===== config.mk =====
export PLATFORM = sky130hd
export DESIGN_NAME = dbcmp_top
export DESIGN_NICKNAME = d
export VERILOG_FILES = /design/src/rtl/dbcmp_pkg.sv /design/src/rtl/dbcmp_loader.sv /design/src/rtl/dbcmp_flag.sv /design/src/rtl/dbcmp_wave.sv /design/src/rtl/dbcmp_top.sv
export SDC_FILE = /design/constraint.sdc
export NUM_CORES = 1
export LEC_CHECK = 0
export CORE_AREA = 3 3 87 64
export CTS_CLUSTER_SIZE = 10
export DETAILED_ROUTE_END_ITERATION = 8
export DIE_AREA = 0 0 90 67
export DONT_BUFFER_PORTS = 1
export HOLD_SLACK_MARGIN = 0.06
export PLACE_DENSITY_LB_ADDON = 0.15
export SYNTH_ARGS = -nofsm -noshare
export SYNTH_HDL_FRONTEND = slang
export SYNTH_SLANG_ARGS = --single-unit

===== constraint.sdc =====
create_clock -name clk -period 1.4 [get_ports clk]
set_input_delay 0.28 -clock clk [delete_from_list [all_inputs] [get_ports clk]]
set_output_delay 0.28 -clock clk [all_outputs]
set_load 0.05 [all_outputs]

===== src/rtl/dbcmp_pkg.sv =====
package dbcmp_pkg;

  typedef enum logic [1:0] {
    UPD_DIRECT = 2'd0,
    UPD_AT_TOP = 2'd1,
    UPD_AT_BOT = 2'd2,
    UPD_RSVD   = 2'd3
  } upd_cls_e;

  typedef enum logic [1:0] {
    OM_HOLD   = 2'd0,
    OM_TOGGLE = 2'd1,
    OM_CLEAR  = 2'd2,
    OM_SET    = 2'd3
  } omode_e;

  function automatic logic f_is_pwm(upd_cls_e c);
    return (c == UPD_AT_TOP) || (c == UPD_AT_BOT);
  endfunction

  function automatic logic f_xfer(upd_cls_e c, logic tk, logic top, logic bot);
    logic ev;
    case (c)
      UPD_AT_TOP: ev = top;
      UPD_AT_BOT: ev = bot;
      default:    ev = 1'b0;
    endcase
    return tk & ev;
  endfunction

  function automatic logic f_wave_next(logic cur, omode_e m, logic hit,
                                       logic bot_evt, logic pwm);
    logic nxt;
    nxt = cur;
    if (hit) begin
      case (m)
        OM_TOGGLE: nxt = ~cur;
        OM_CLEAR:  nxt = 1'b0;
        OM_SET:    nxt = 1'b1;
        default:   nxt = cur;
      endcase
    end else if (pwm && bot_evt) begin
      case (m)
        OM_CLEAR: nxt = 1'b1;
        OM_SET:   nxt = 1'b0;
        default:  nxt = cur;
      endcase
    end
    return nxt;
  endfunction

endpackage


===== src/rtl/dbcmp_loader.sv =====
module dbcmp_loader
  import dbcmp_pkg::*;
#(
  parameter int CW = 16,
  parameter int BW = 8
) (
  input  logic          clk,
  input  logic          rst_n,
  input  logic          tick,
  input  logic          at_top,
  input  logic          at_bottom,
  input  upd_cls_e      cls,
  input  logic [BW-1:0] bus_data,
  input  logic          wr_hi,
  input  logic          wr_lo,
  output logic [CW-1:0] buf_q,
  output logic [CW-1:0] act_q
);
  localparam int HW = CW - BW;

  logic [HW-1:0] temp_q;
  logic [CW-1:0] word_new;
  logic          pwm;
  logic          xfer_evt;

  assign word_new = {temp_q, bus_data};
  assign pwm      = f_is_pwm(cls);
  assign xfer_evt = f_xfer(cls, tick, at_top, at_bottom);

  always_ff @(posedge clk) begin
    if (!rst_n) begin
      temp_q <= '0;
      buf_q  <= '0;
      act_q  <= '0;
    end else begin
      if (wr_hi) temp_q <= bus_data[HW-1:0];
      if (wr_lo) buf_q <= word_new;
      if (wr_lo && !pwm) act_q <= word_new;
      else if (xfer_evt) act_q <= buf_q;
    end
  end

  p_hi_only_r2: assert property (@(posedge clk) disable iff (!rst_n)
    (wr_hi && !wr_lo && !xfer_evt) |=> ($stable(buf_q) && $stable(act_q)));

  p_lo_commit_r3: assert property (@(posedge clk) disable iff (!rst_n)
    wr_lo |=> (buf_q == {$past(temp_q), $past(bus_data)}));

  p_direct_r4: assert property (@(posedge clk) disable iff (!rst_n)
    (wr_lo && cls == UPD_DIRECT) |=> (act_q == buf_q));

  p_top_hold_r5: assert property (@(posedge clk) disable iff (!rst_n)
    (cls == UPD_AT_TOP && !(tick && at_top)) |=> $stable(act_q));

  p_bot_hold_r6: assert property (@(posedge clk) disable iff (!rst_n)
    (cls == UPD_AT_BOT && !(tick && at_bottom)) |=> $stable(act_q));

  p_idle_act_r12: assert property (@(posedge clk) disable iff (!rst_n)
    (!tick && !wr_lo) |=> $stable(act_q));
endmodule


===== src/rtl/dbcmp_flag.sv =====
module dbcmp_flag (
  input  logic clk,
  input  logic rst_n,
  input  logic tick,
  input  logic match,
  input  logic irq_ack,
  input  logic flag_wr1,
  input  logic irq_en,
  output logic flag_q,
  output logic irq_req
);
  logic pend_q;
  logic set_evt;
  logic clr_evt;

  assign set_evt = tick & pend_q;
  assign clr_evt = irq_ack | flag_wr1;
  assign irq_req = flag_q & irq_en;

  always_ff @(posedge clk) begin
    if (!rst_n) begin
      pend_q <= 1'b0;
      flag_q <= 1'b0;
    end else begin
      if (tick) pend_q <= match;
      if (set_evt) flag_q <= 1'b1;
      else if (clr_evt) flag_q <= 1'b0;
    end
  end

  p_flag_set_r7: assert property (@(posedge clk) disable iff (!rst_n)
    (tick && pend_q) |=> flag_q);

  p_flag_clr_r8: assert property (@(posedge clk) disable iff (!rst_n)
    (clr_evt && !(tick && pend_q)) |=> !flag_q);

  p_flag_idle_r12: assert property (@(posedge clk) disable iff (!rst_n)
    (!tick && !clr_evt) |=> $stable(flag_q));
endmodule


===== src/rtl/dbcmp_wave.sv =====
module dbcmp_wave
  import dbcmp_pkg::*;
(
  input  logic     clk,
  input  logic     rst_n,
  input  logic     tick,
  input  logic     match,
  input  logic     at_bottom,
  input  upd_cls_e cls,
  input  omode_e   mode,
  output logic     wave_q
);
  logic hit;
  logic bot_evt;
  logic pwm;

  assign hit     = tick & match;
  assign bot_evt = tick & at_bottom;
  assign pwm     = f_is_pwm(cls);

  always_ff @(posedge clk) begin
    if (!rst_n) wave_q <= 1'b0;
    else        wave_q <= f_wave_next(wave_q, mode, hit, bot_evt, pwm);
  end

  p_toggle_r10: assert property (@(posedge clk) disable iff (!rst_n)
    (hit && mode == OM_TOGGLE) |=> (wave_q != $past(wave_q)));

  p_match_set_r10: assert property (@(posedge clk) disable iff (!rst_n)
    (hit && mode == OM_SET) |=> wave_q);

  p_bot_set_r11: assert property (@(posedge clk) disable iff (!rst_n)
    (pwm && bot_evt && !match && mode == OM_CLEAR) |=> wave_q);

  p_bot_direct_r11: assert property (@(posedge clk) disable iff (!rst_n)
    (!pwm && !hit) |=> $stable(wave_q));

  p_wave_idle_r12: assert property (@(posedge clk) disable iff (!rst_n)
    !tick |=> $stable(wave_q));
endmodule


===== src/rtl/dbcmp_top.sv =====
module dbcmp_top
  import dbcmp_pkg::*;
#(
  parameter int CW = 16,
  parameter int BW = 8
) (
  input  logic          clk,
  input  logic          rst_n,
  input  logic          tick,
  input  logic [CW-1:0] cnt_val,
  input  logic          at_top,
  input  logic          at_bottom,
  input  logic [1:0]    upd_sel,
  input  logic [1:0]    out_mode,
  input  logic [BW-1:0] bus_data,
  input  logic          wr_hi,
  input  logic          wr_lo,
  input  logic          flag_wr1,
  input  logic          irq_ack,
  input  logic          irq_en,
  output logic [CW-1:0] cmp_rd,
  output logic [CW-1:0] cmp_active,
  output logic          cmp_flag,
  output logic          irq_req,
  output logic          wave_out
);
  upd_cls_e      cls;
  omode_e        mode;
  logic          match;
  logic [CW-1:0] act_w;

  assign cls        = upd_cls_e'(upd_sel);
  assign mode       = omode_e'(out_mode);
  assign match      = (cnt_val == act_w);
  assign cmp_active = act_w;

  dbcmp_loader #(.CW(CW), .BW(BW)) u_loader (
    .clk(clk), .rst_n(rst_n), .tick(tick), .at_top(at_top),
    .at_bottom(at_bottom), .cls(cls), .bus_data(bus_data),
    .wr_hi(wr_hi), .wr_lo(wr_lo), .buf_q(cmp_rd), .act_q(act_w)
  );

  dbcmp_flag u_flag (
    .clk(clk), .rst_n(rst_n), .tick(tick), .match(match),
    .irq_ack(irq_ack), .flag_wr1(flag_wr1), .irq_en(irq_en),
    .flag_q(cmp_flag), .irq_req(irq_req)
  );

  dbcmp_wave u_wave (
    .clk(clk), .rst_n(rst_n), .tick(tick), .match(match),
    .at_bottom(at_bottom), .cls(cls), .mode(mode), .wave_q(wave_out)
  );

  p_irq_gate_r9: assert property (@(posedge clk) disable iff (!rst_n)
    (!cmp_flag || !irq_en) |-> !irq_req);
endmodule


==> results by stage, run 1 <==
Status:
- The flow ran to the end, and the final reports show no timing, DRC or antenna violations.

Pwr:
- IR analysis of the VDD net gives a maximum drop of around 500 uV.
- In this run the power density over the cells is around 1200 nW/um^2.
- The total power is 0.00294 W.
- The analysis attributes to cell leakage a power of approximately 1.2 nW.
- The switching component of the power is ~0.00091 W.
- Of the total power, registers draw a little under half.
- The combinational share of power is roughly a quarter.
- The cell-internal power is 0.00203 W.
- Net switching is a little under a third of the power.
- The clock network power share is 29.6%.

Route:
- After the first detailed-routing iteration, the DRC count stood at 51.
- The count of unresolved DRC violations after routing is 0.
- The aggregate routed wire length is 5220 um.
- The via-per-instance ratio is 5.25.
- The number of vias after detailed routing is ~1.6k.
- The average detailed-routed wire length per instance is around 17 um.
- The first detailed-routing pass took 4 iterations.
- The remaining number of nets flagged by the antenna check after routing is 0.

Critical path:
- The setup path with the least slack is of type flop to flop.
- Following the worst setup path forward leads to its endpoint at u_wave.wave_q$_SDFFE_PN0P_.
- The worst register-to-register path has a depth of 5.
- The biggest fanout along the worst timing path is 2.
- The slowest stage cell on the critical path is dfxtp_2.
- The dominant cell type by count on the critical path is nand4_1.
- In this run the number of cells on the critical path is 5.
- The critical register-to-register path endpoint is u_wave.wave_q$_SDFFE_PN0P_.
- The worst register-to-register path begins at u_loader.act_q[2]$_SDFFE_PN0P_.
- The sum of buffers and inverters on the critical path is 0.
- The kind of end point of the critical path is a flop.
- The critical path goes through xnor2_2, nand4_1, nor3_2, nand4_1, mux2i_1.
- The maximum single-stage delay on the critical path is between 0.3 and 0.4 ns.
- The most critical setup path has its startpoint at u_loader.act_q[2]$_SDFFE_PN0P_.
- The launching element type of the critical path is a flop.
- The arrival time of data at the critical path endpoint is between 1 and 1.5 ns.
- STA puts the critical path data required time at between 1.5 and 2 ns.
- The family with the most delay on the worst path is simple AND/OR/NAND/NOR gates.
- The worst register-to-register path has a setup slack of 0.12 ns.

Logic synthesis:
- The number of instances in the synthesized netlist is ~220.
- The combined area of all synthesized cells is between 2000 and 2500 um^2.
- The number of warnings reported in the yosys synthesis log is 0.
- The mean area per synthesized cell is a little under 10 um^2.
- The distinct cell type count after synthesis is 27.
- The sequential-to-total area share from yosys stat is between 40% and 50%.
- The register bit total from synthesis is 43.
- The net count after synthesis is around 260.

Clocking:
- The clock passes through at most 2 buffers.
- The number of sinks driven by the clock tree is 43.
- For the worst-skew pair, the clock arrives at the later sink with an insertion delay of around 0.29 ns.
- In this run the number of H-tree levels came out at 2.
- Clock tree synthesis selected as its root buffer the cell clkbuf_8.
- The CTS tree is built.
- Clock-pin slew was measured on the worst setup and hold paths at approximately 0.080 ns.
- Buffers inserted during clock tree synthesis total 5.
- The buffer count from post-CTS setup fixing is 0.

Die:
- After floorplanning, the core was sized to cover 4780 um^2.
- The die is around 67 um tall.
- The I/O pin total is 73.
- The die covers between 6000 and 7000 um^2.
- In this run the core area contains 21 standard-cell rows.
- In this run the horizontal extent of the chip is approximately 90 um.
- Once the floorplan was initialized, standard cells occupied between 40% and 50% of the core.

STA:
- The final worst-path cycle share is between 90% and 100%.
- The achievable clock frequency is approximately 0.8 GHz.
- The tightest hold path in the finished design has a slack of around 0.10 ns.
- The minimum period implied by the final worst setup slack is 1.28 ns.
- The setup total negative slack is 0 ns.
- At the pin with the least slew margin, the transition time is around 0.32 ns.
- Setup repair after global routing left no endpoint under its margin.
- The number of failing hold endpoints at the final stage came to 0.
- The number of pins exceeding their max-slew limit in the final report is 0.
- Measured against its own limit, the worst slew margin works out to around 79%.
- The clock tree skew after final layout is roughly 0.003 ns.
- The final setup violation count is 0.
- The worst path meets setup with 0.120 ns of slack.

GRT:
- The total global routing track utilization is 17.6%.
- The number of global-route vias before repair was 1675.
- The total overflow left after global routing is 0.
- The global-route wire length before repair is between 8000 and 9000 um.
- The number of antenna violations at the first check in global routing is 0.
- The maximum number of pins on one net before global-route repair is between 40 and 50.

Min path:
- The class of the worst hold path is primary input to flop.

Layout:
- Counting the fill cells in the layout gives about 450.
- The number of antenna diodes in the final layout is 0.
- In the layout the commonest cells are 36 x buf_4, 30 x dfxtp_1, 29 x nand3_1.
- Leaving out fill and tap cells, the most frequent cell in the layout is buf_4.
- The final layout contains approximately 280 nets.
- From synthesis to final layout, the design area changed by 21.1%.
- The fraction of final layout cells sized beyond drive strength 1 is 29.1%.

Placement:
- The wire-length estimate of the detail-placed layout is approximately 3800 um.
- Port buffering added 0 buffers.
- The pre-CTS worst setup slack is about 0.0024 ns.
- The weighted congestion reported at the end of routability-driven placement is approximately 0.79.

Job:
- Max-cap violations in this run came to 0.
-- power by group through the flow --
stage               Sequential [W]  Combinational [W]  Clock, W
floorplan                  0.00163           0.000321         0
detailed placement         0.00140           0.000695         0
CTS                        0.00137           0.000697  0.000886
global route               0.00138           0.000749  0.000938
finish                     0.00137           0.000698  0.000870
global placement           0.00139           0.000679         0
-- timing repair --
action                                  CTS  global route
hold buffers                              0             0
endpoints found under the setup margin    0             2
resized for setup                         0             4
-- final cells by class --
type / count / area [um^2] / share of cell area (%)
inverter: 2 / 7.51 / 0.298
clock buffer: 8 / 100 / 3.97
multi-input combinational: 154 / 1160 / 46.0
timing repair buffer: 37 / 290 / 11.5
tap: 69 / 86.3 / 3.42
sequential: 43 / 877 / 34.8
-- synthesized netlist by cell type --
| master | number | area (um^2) |
|---|---|---|
| buf_4 | 2 | 15.0 |
| nand2b_4 | 1 | 13.8 |
| nand3_1 | 29 | 145 |
| o21ai_4 | 1 | 16.3 |
| nand2_1 | 19 | 71.3 |
| xor2_1 | 4 | 35.0 |
| clkbuf_1 | 7 | 26.3 |
| nand2_2 | 1 | 6.26 |
| nor4_1 | 1 | 6.26 |
| nand4_1 | 3 | 18.8 |
| inv_1 | 2 | 7.51 |
| buf_6 | 3 | 33.8 |
| nor2b_1 | 25 | 156 |
| and2_1 | 1 | 6.26 |
| dfxtp_1 | 43 | 861 |
| o211a_1 | 16 | 160 |
| nor2_1 | 2 | 7.51 |
| nand3_2 | 4 | 40.0 |
| nand2b_1 | 2 | 12.5 |
| a22oi_1 | 2 | 15.0 |
| mux2i_1 | 25 | 250 |
| o211ai_1 | 1 | 7.51 |
| nor3_1 | 1 | 5.00 |
| ha_1 | 2 | 25.0 |
| a21boi_0 | 1 | 7.51 |
| xnor2_1 | 13 | 114 |
| buf_2 | 4 | 20.0 |
-- flip-flops by register name (all words and copies together), names as in the netlist --
name	count
u_flag.flag_q	1
u_flag.pend_q	1
u_loader.act_q	16
u_loader.buf_q	16
u_loader.temp_q	8
u_wave.wave_q	1
-- layer usage --
metal	global-route usage, %	routed length, um	up-vias
li1	-	-	798
met1	21.2	2230	786
met2	29.4	2500	52
met3	6.77	430	6
met4	4.96	55	0
met5	0	0	-
-- kinds of logic (layout without fill, tap and decap cells) --
| logic type | count (synthesis) | after routing | synth area share [%] |
|---|---|---|---|
| AO/OA/AOI/OAI | 21 | 21 | 9.91 |
| adder cells (fa/ha/maj) | 2 | 2 | 1.20 |
| flip-flops | 43 | 43 | 41.3 |
| buffers and inverters | 18 | 47 | 4.93 |
| XOR/XNOR | 17 | 17 | 7.15 |
| multiplexers | 25 | 25 | 12.0 |
| AND/OR/NAND/NOR | 89 | 89 | 23.5 |
-- metrics by stage --
| step | utilization (%) | instances | area (um^2) |
|---|---|---|---|
| after global placement | 50.1 | 305 | 2390 |
| after CTS | 52.2 | 313 | 2490 |
| after detailed placement | 50.1 | 305 | 2390 |
| after floorplan | - | 215 | 2110 |
| after global routing | 52.7 | 313 | 2520 |
| final | 52.7 | 313 | 2520 |
-- worst min-delay path by stage --
stage	start	to	cells past startpoint
2_1_floorplan	bus_data[6]	u_loader.buf_q[6]$_SDFFE_PN0P_	2
3_3_place_gp	rst_n	u_loader.act_q[3]$_SDFFE_PN0P_	1
3_5_place_dp	rst_n	u_loader.act_q[3]$_SDFFE_PN0P_	1
4_1_cts	rst_n	u_loader.act_q[3]$_SDFFE_PN0P_	1
5_1_grt	rst_n	u_loader.act_q[3]$_SDFFE_PN0P_	1
6_report	rst_n	u_loader.act_q[3]$_SDFFE_PN0P_	1
Power figures use the tool's default switching activity.
==> inputs of run 2 (changes only) <==
--- a/config.mk
+++ b/config.mk
@@ -11,7 +11,6 @@
 export DIE_AREA = 0 0 90 67
 export DONT_BUFFER_PORTS = 1
 export HOLD_SLACK_MARGIN = 0.06
-export PLACE_DENSITY_LB_ADDON = 0.15
 export SYNTH_ARGS = -nofsm -noshare
 export SYNTH_HDL_FRONTEND = slang
 export SYNTH_SLANG_ARGS = --single-unit
==> run 2 against run 1 <==
- cell count is the same
- clock-buffer cell count is the same
- cell area shrank 0.35%
- setup slack lost 0.0079 ns
- non-clock buffer count is the same
- fmax shrank 0.62%
- via count shrank 3.9%
- global-route usage shrank 1.2 points
- combinational power shrank 0.9%
- total power shrank 0.46%
- register-to-register slack is essentially flat
- die area is the same
- critical endpoint unchanged
- highest routed layer unchanged
==> results by stage, run 2 (synthesis gave the netlist of run 1 again) <==
Pwr:
- The leakage component of the power came to 1.18 nW (was 1.19 nW).
- The total power divided by cell area is 1160 nW/um^2 (about the same).
- The maximum resistive drop on vdd was 521 uV (was 497 uV).

Layout:
- The signed area change from the synthesized netlist to the final layout is 20.7% (was 21.1%).
- The leading cell type in the layout, fill and taps excluded is buf_4 (unchanged).
- Commonest cells after routing, fill and taps aside: 36 x buf_4, 30 x dfxtp_1, 29 x nand3_1 (unchanged).
- The area of all placed cells without fillers is 2510 um^2 (was 2520 um^2).
- The count of filler cells inserted in the layout is 452 (unchanged).
- Registers with the most flip-flops: u_loader.act_q (16), u_loader.buf_q (16), u_loader.temp_q (8) (unchanged).
- The number of nets in the layout came to 283 (unchanged).
- The number of diodes is 0 (unchanged).
- The fraction of final layout cells sized beyond drive strength 1 was 28.7% (was 29.1%).

STA:
- The worst hold-check slack is 0.110 ns (was 0.103 ns).
- The final worst-path cycle share is 92.0% (was 91.4%).
- The number of failing hold endpoints at the final stage was 0 (unchanged).
- The minimum period implied by the final worst setup slack is 1.29 ns (was 1.28 ns).
- The post-route worst setup slack is 0.112 ns (was 0.120 ns).
- The transition time of the tightest slew-check pin is 0.283 ns (was 0.317 ns).
- The headroom to the max-slew limit is 81.2% (was 78.9%).
- The achievable clock frequency is 0.776 GHz (was 0.781 GHz).
- The final setup violation count came to 0 (unchanged).
- The number of pins exceeding their max-slew limit in the final report is 0 (unchanged).
- The clock tree skew after final layout was 0.00523 ns (was 0.00300 ns).

Die:
- The width of the die is 90 um (unchanged).
- The die footprint is 6030 um^2 (unchanged).
- The initial core utilization is 43.6% (unchanged).
- The core area was 4780 um^2 (unchanged).
- The I/O pin total is 73 (unchanged).
- The height of the die is 67 um (unchanged).
- The count of standard-cell rows is 21 (unchanged).

Route:
- The count of unresolved DRC violations after routing is 0 (unchanged).
- The remaining number of nets flagged by the antenna check after routing was 0 (unchanged).
- The number of vias after detailed routing is 1578 (was 1642).
- The via-per-instance ratio is 5.04 (was 5.25).
- The average detailed-routed wire length per instance was 15.7 um (was 16.7 um).
- The initial detailed-routing violation count is 79 (was 51).
- The count of TritonRoute iterations in the first routing pass was 4 (unchanged).
- The aggregate routed wire length was 4930 um (was 5220 um).

Clocking:
- The clock buffer count from CTS was 5 (unchanged).
- The CTS H-tree depth is 2 (unchanged).
- The number of sinks driven by the clock tree was 43 (unchanged).
- The clock edge transition at the registers on the reported setup and hold paths is 0.08 ns (about the same).
- The clock network latency to the later pin of the worst-skew pair is 0.29 ns (about the same).
- The clock root buffer is clkbuf_8 (unchanged).
- The buffer count from post-CTS setup fixing is 0 (unchanged).
- The maximum count of clock buffers along a single path is 2 (unchanged).
- The CTS tree was built (unchanged).

Critical path:
- The kind of end point of the critical path is a flop (unchanged).
- The sum of buffers and inverters on the critical path is 0 (unchanged).
- The start point of the critical path was u_loader.act_q[0]$_SDFFE_PN0P_ (was u_loader.act_q[2]$_SDFFE_PN0P_).
- The dominant cell type by count on the critical path is nand4_1 (unchanged).
- The startpoint of the lowest-slack register-to-register path is u_loader.act_q[0]$_SDFFE_PN0P_ (was u_loader.act_q[2]$_SDFFE_PN0P_).
- The maximum single-stage delay on the critical path is 0.33 ns (was 0.34 ns).
- The slowest stage cell on the critical path is dfxtp_2 (unchanged).
- The type of the worst setup path was flop to flop (unchanged).
- The cell count of the worst reg-to-reg path is 5 (unchanged).
- The required time of the critical path is 1.57 ns (was 1.58 ns).
- The family with the most delay on the worst path is simple AND/OR/NAND/NOR gates (unchanged).
- The critical register-to-register path endpoint was u_wave.wave_q$_SDFFE_PN0P_ (unchanged).
- Crit path cell chain: xnor2_1, nand4_1, nor3_2, nand4_1, mux2i_1 (was xnor2_2, nand4_1, nor3_2, nand4_1, mux2i_1).
- The register-to-register path setup slack is 0.11 ns (was 0.12 ns).
- The number of cells on the critical path is 5 (unchanged).
- The biggest fanout along the worst timing path was 2 (unchanged).
- The last element of the critical path is u_wave.wave_q$_SDFFE_PN0P_ (unchanged).
- The launching element type of the critical path was a flop (unchanged).
- The arrival time of data at the critical path endpoint is 1.46 ns (about the same).

Status:
- Status: finished, final reports clean (unchanged).

Placement:
- The pre-CTS worst setup slack was 0.0270 ns (was 0.00236 ns).
- The weighted congestion reported at the end of routability-driven placement was 0.755 (was 0.791).
- The number of buffers inserted by port buffering is 0 (unchanged).
- The HPWL reported at the end of detailed placement is 3600 um (was 3820 um).
- The placed instance area is 2390 um^2 (unchanged).

GRT:
- The number of global-route vias before repair was 1483 (was 1675).
- The total global routing track utilization is 16.4% (was 17.6%).
- The number of antenna violations at the first check in global routing was 0 (unchanged).
- The maximum number of pins on one net before global-route repair came to 45 (unchanged).
- The total overflow reported by the global router came to 0 (unchanged).
- The global-route wire length before repair came to 7820 um (was 8450 um).

Min path:
- The class of the worst hold path is primary input to flop (unchanged).

Job:
- The number of max-cap violations is 0 (unchanged).
[run 2: changes by cell type in the layout (fill, tap and decap cells not counted)]
cell,previous run,this run
nor4_1,1,0
nor4_2,0,1
xnor2_1,10,12
xnor2_2,3,1
[run 2: how the worst min path moves through the flow]
stage / start / endpoint / depth (start not counted)
floorplan: bus_data[6] / u_loader.buf_q[6]$_SDFFE_PN0P_ / 2
global placement: rst_n / u_loader.act_q[6]$_SDFFE_PN0P_ / 1
detailed placement: rst_n / u_loader.act_q[11]$_SDFFE_PN0P_ / 1
CTS: rst_n / u_loader.act_q[5]$_SDFFE_PN0P_ / 1
global route: rst_n / u_loader.act_q[6]$_SDFFE_PN0P_ / 1
finish: rst_n / u_loader.act_q[5]$_SDFFE_PN0P_ / 1
[run 2: layout make-up]
| type | instances | area (um^2) | area share (%) |
|---|---|---|---|
| sequential | 43 | 877 | 34.9 |
| inverter | 2 | 7.51 | 0.299 |
| multi-input combinational | 154 | 1150 | 45.8 |
| clock buffer | 8 | 100 | 3.98 |
| tap | 69 | 86.3 | 3.43 |
| timing repair buffer | 37 | 290 | 11.5 |
[run 2: where the power goes]
group / internal (W) / total (W) / switching [W]
sequential: 0.00131 / 0.00136 / 0.0000545
clock: 0.000451 / 0.000868 / 0.000417
combinational: 0.000266 / 0.000692 / 0.000425
[run 2: through the flow]
stage / TNS, ns / instances / util [%] / total power, W
6_report: 0 / 313 / 52.6 / 0.00292
5_1_grt: -0.00904 / 313 / 52.6 / 0.00305
4_1_cts: 0 / 313 / 52.2 / 0.00293
3_5_place_dp: 0 / 305 / 50.1 / 0.00208
3_3_place_gp: 0 / 305 / 50.1 / 0.00207
2_1_floorplan: 0 / 215 / - / 0.00195
[run 2: worst reg2reg max path, stage by stage (launching register included)]
cell	delay [ns]
dfxtp_2	0.33
xnor2_1	0.15
nand4_1	0.18
nor3_2	0.22
nand4_1	0.15
mux2i_1	0.15
[run 2: layer usage]
layer	GRT usage [%]	vias to the layer above	part of all wire, %
met1	22.0	728	49
met4	2.86	0	0.20
met5	0	-	0
met2	24.9	51	44
met3	6.77	2	7.5
li1	-	797	-
[run 2: what timing repair did]
action	in CTS	in global routing
hold buffers	0	0
setup endpoints to repair	0	2
resized for setup	0	3
==> inputs of run 3 (changes only) <==
--- a/config.mk
+++ b/config.mk
@@ -5,10 +5,10 @@
 export SDC_FILE = /design/constraint.sdc
 export NUM_CORES = 1
 export LEC_CHECK = 0
-export CORE_AREA = 3 3 87 64
+export CORE_AREA = 3 3 91 67
 export CTS_CLUSTER_SIZE = 10
 export DETAILED_ROUTE_END_ITERATION = 8
-export DIE_AREA = 0 0 90 67
+export DIE_AREA = 0 0 94 70
 export DONT_BUFFER_PORTS = 1
 export HOLD_SLACK_MARGIN = 0.06
 export SYNTH_ARGS = -nofsm -noshare
==> run 3 against run 2 <==
- hold slack better by 0.0051 ns
- core utilization is 4.9 points lower
- cell count is 0.96% higher
- sequential power hardly changed
- clock power is 13% lower
==> results by stage, run 3 (synthesis gave the netlist of run 1 again) <==
Clocking:
- The maximum count of clock buffers along a single path is 2 (unchanged).
- The CTS tree is built (unchanged).
- The number of sinks driven by the clock tree came to 43 (unchanged).
- The clock buffer count from CTS is 5 (unchanged).
- The CTS H-tree depth is 2 (unchanged).
- The number of buffers added to fix hold violations after cts is 0 (unchanged).
- The clock network latency to the later pin of the worst-skew pair came to 0.29 ns (about the same).
- The clock root buffer is clkbuf_8 (unchanged).
- The clock edge transition at the registers on the reported setup and hold paths is 0.08 ns (about the same).

Route:
- The average detailed-routed wire length per instance is 15.9 um (was 15.7 um).
- The count of TritonRoute iterations in the first routing pass came to 4 (unchanged).
- The via-per-instance ratio is 5.04 (about the same).
- The aggregate routed wire length came to 5020 um (was 4930 um).
- The initial detailed-routing violation count was 55 (was 79).
- The count of unresolved DRC violations after routing is 0 (unchanged).
- The remaining number of nets flagged by the antenna check after routing is 0 (unchanged).
- The number of vias after detailed routing is 1593 (was 1578).

GRT:
- The global-route wire length before repair is 8070 um (was 7820 um).
- The number of antenna violations at the first check in global routing is 0 (unchanged).
- The number of global-route vias before repair is 1595 (was 1483).
- The total global routing track utilization came to 15.4% (was 16.4%).
- The maximum number of pins on one net before global-route repair is 45 (unchanged).
- The total overflow reported by the global router is 0 (unchanged).

STA:
- The minimum period implied by the final worst setup slack came to 1.24 ns (was 1.29 ns).
- The number of pins exceeding their max-slew limit in the final report came to 0 (unchanged).
- The clock tree skew after final layout is 0.00602 ns (was 0.00523 ns).
- The headroom to the max-slew limit is 81.6% (was 81.2%).
- The transition time of the tightest slew-check pin is 0.277 ns (was 0.283 ns).
- The final worst-path cycle share is 88.5% (was 92.0%).
- The final setup violation count is 0 (unchanged).
- The number of failing hold endpoints at the final stage came to 0 (unchanged).
- The worst hold-check slack is 0.115 ns (was 0.110 ns).
- Setup repair after global routing left no endpoint under its margin.
- The setup total negative slack came to 0 ns (unchanged).
- The achievable clock frequency is 0.807 GHz (was 0.776 GHz).

Critical path:
- The required time of the critical path is 1.57 ns (about the same).
- The arrival time of data at the critical path endpoint was 1.41 ns (was 1.46 ns).
- The launching element type of the critical path was a flop (unchanged).
- The maximum single-stage delay on the critical path is 0.33 ns (about the same).
- The dominant cell type by count on the critical path is nand4_1 (unchanged).
- The kind of end point of the critical path was a flop (unchanged).
- The slowest stage cell on the critical path was dfxtp_2 (unchanged).
- The type of the worst setup path is flop to flop (unchanged).
- Crit path cell chain: xnor2_1, nand4_1, nor3_1, nand4_1, mux2i_1 (was xnor2_1, nand4_1, nor3_2, nand4_1, mux2i_1).
- The biggest fanout along the worst timing path is 2 (unchanged).

Pwr:
- The clock network power share came to 26.7% (was 29.7%).
- The leakage component of the power was 1.17 nW (was 1.18 nW).
- The switching share of power is 31.4% (was 30.7%).
- The combinational share of power was 24.8% (was 23.7%).
- The total power divided by cell area came to 1130 nW/um^2 (was 1160 nW/um^2).
- The total power came to 0.00281 W (was 0.00292 W).
- The switching component of the power is 0.000882 W (was 0.000897 W).
- The cell-internal power is 0.00193 W (was 0.00203 W).
- The maximum resistive drop on vdd is 703 uV (was 521 uV).
- The part of the total power dissipated in sequential elements is 48.5% (was 46.7%).

Min path:
- The class of the worst hold path is primary input to flop (unchanged).

Placement:
- The weighted congestion reported at the end of routability-driven placement came to 0.780 (was 0.755).
- The HPWL reported at the end of detailed placement is 3780 um (was 3600 um).
- The number of buffers inserted by port buffering is 0 (unchanged).
- The placed instance area is 2400 um^2 (was 2390 um^2).

Die:
- The width of the die is 94 um (was 90 um).
- The core area is 5230 um^2 (was 4780 um^2).
- The die footprint is 6580 um^2 (was 6030 um^2).
- The initial core utilization is 39.8% (was 43.6%).
- The I/O pin total came to 73 (unchanged).
- The count of standard-cell rows is 22 (was 21).
- The height of the die was 70 um (was 67 um).

Layout:
- The fraction of final layout cells sized beyond drive strength 1 came to 27.9% (was 28.7%).
- The area of all placed cells without fillers is 2490 um^2 (was 2510 um^2).
- Registers with the most flip-flops: u_loader.act_q (16), u_loader.buf_q (16), u_loader.temp_q (8) (unchanged).
- The count of filler cells inserted in the layout is 532 (was 452).
- Commonest cells after routing, fill and taps aside: 36 x buf_4, 30 x dfxtp_1, 29 x nand3_1 (unchanged).
- The number of diodes came to 0 (unchanged).
- The signed area change from the synthesized netlist to the final layout was 19.8% (was 20.7%).
- The leading cell type in the layout, fill and taps excluded was buf_4 (unchanged).
- The number of nets in the layout came to 283 (unchanged).

Status:
- Status: finished, final reports clean (unchanged).

Job:
- The number of max-cap violations came to 0 (unchanged).
run 3: layout make-up:
class	instances	area [um^2]	share of cell area (%)
timing repair buffer	37	290	11.6
inverter	2	7.51	0.301
multi-input combinational	154	1150	46.0
clock inverter	1	5.00	0.201
tap	72	90.1	3.61
clock buffer	7	76.3	3.06
sequential	43	877	35.2
run 3: routing by layer:
metal / GRT usage, % / part of all wire, % / vias to the layer above
met5: 0 / 0 / -
met1: 19.9 / 46 / 751
met2: 23.9 / 44 / 45
li1: - / - / 795
met3: 7.00 / 9.5 / 2
met4: 2.40 / 0.24 / 0
run 3: power by group through the flow:
stage / Combinational [W] / Clock (W) / Sequential (W)
after floorplan: 0.000321 / 0 / 0.00163
after global placement: 0.000689 / 0 / 0.00139
after detailed placement: 0.000696 / 0 / 0.00139
after CTS: 0.000697 / 0.000775 / 0.00136
after global routing: 0.000746 / 0.000828 / 0.00137
final: 0.000696 / 0.000751 / 0.00136
run 3: worst max-delay path: cells and delay by family (launching register included):
family / cells / cell delay [ns]
xor+xnor: 1 / 0.20
simple gates: 3 / 0.45
mux: 1 / 0.15
flops: 1 / 0.33
run 3: path summary, 6_finish.rpt:
check / to / startpoint / depth (start not counted) / slack, ns
setup / recovery: u_wave.wave_q$_SDFFE_PN0P_ / u_loader.act_q[0]$_SDFFE_PN0P_ / 5 / 0.16
hold reg to reg: u_flag.pend_q$_SDFFE_PN0P_ / u_flag.pend_q$_SDFFE_PN0P_ / 2 / 0.48
hold / removal: u_loader.act_q[3]$_SDFFE_PN0P_ / rst_n / 1 / 0.11
setup reg to reg: u_wave.wave_q$_SDFFE_PN0P_ / u_loader.act_q[0]$_SDFFE_PN0P_ / 5 / 0.16
run 3: stage by stage:
step	instances	util, %	setup WS [ns]
2_1_floorplan	215	-	0.0159
3_3_place_gp	308	45.9	0.0392
3_5_place_dp	308	45.9	0.00283
4_1_cts	316	47.4	0.0824
5_1_grt	316	47.7	0.0260
6_report	316	47.7	0.161
run 3: timing repair:
item / CTS / global route
gates resized for setup: 0 / 3
setup buffers: 0 / 0
setup endpoints to repair: 0 / 2
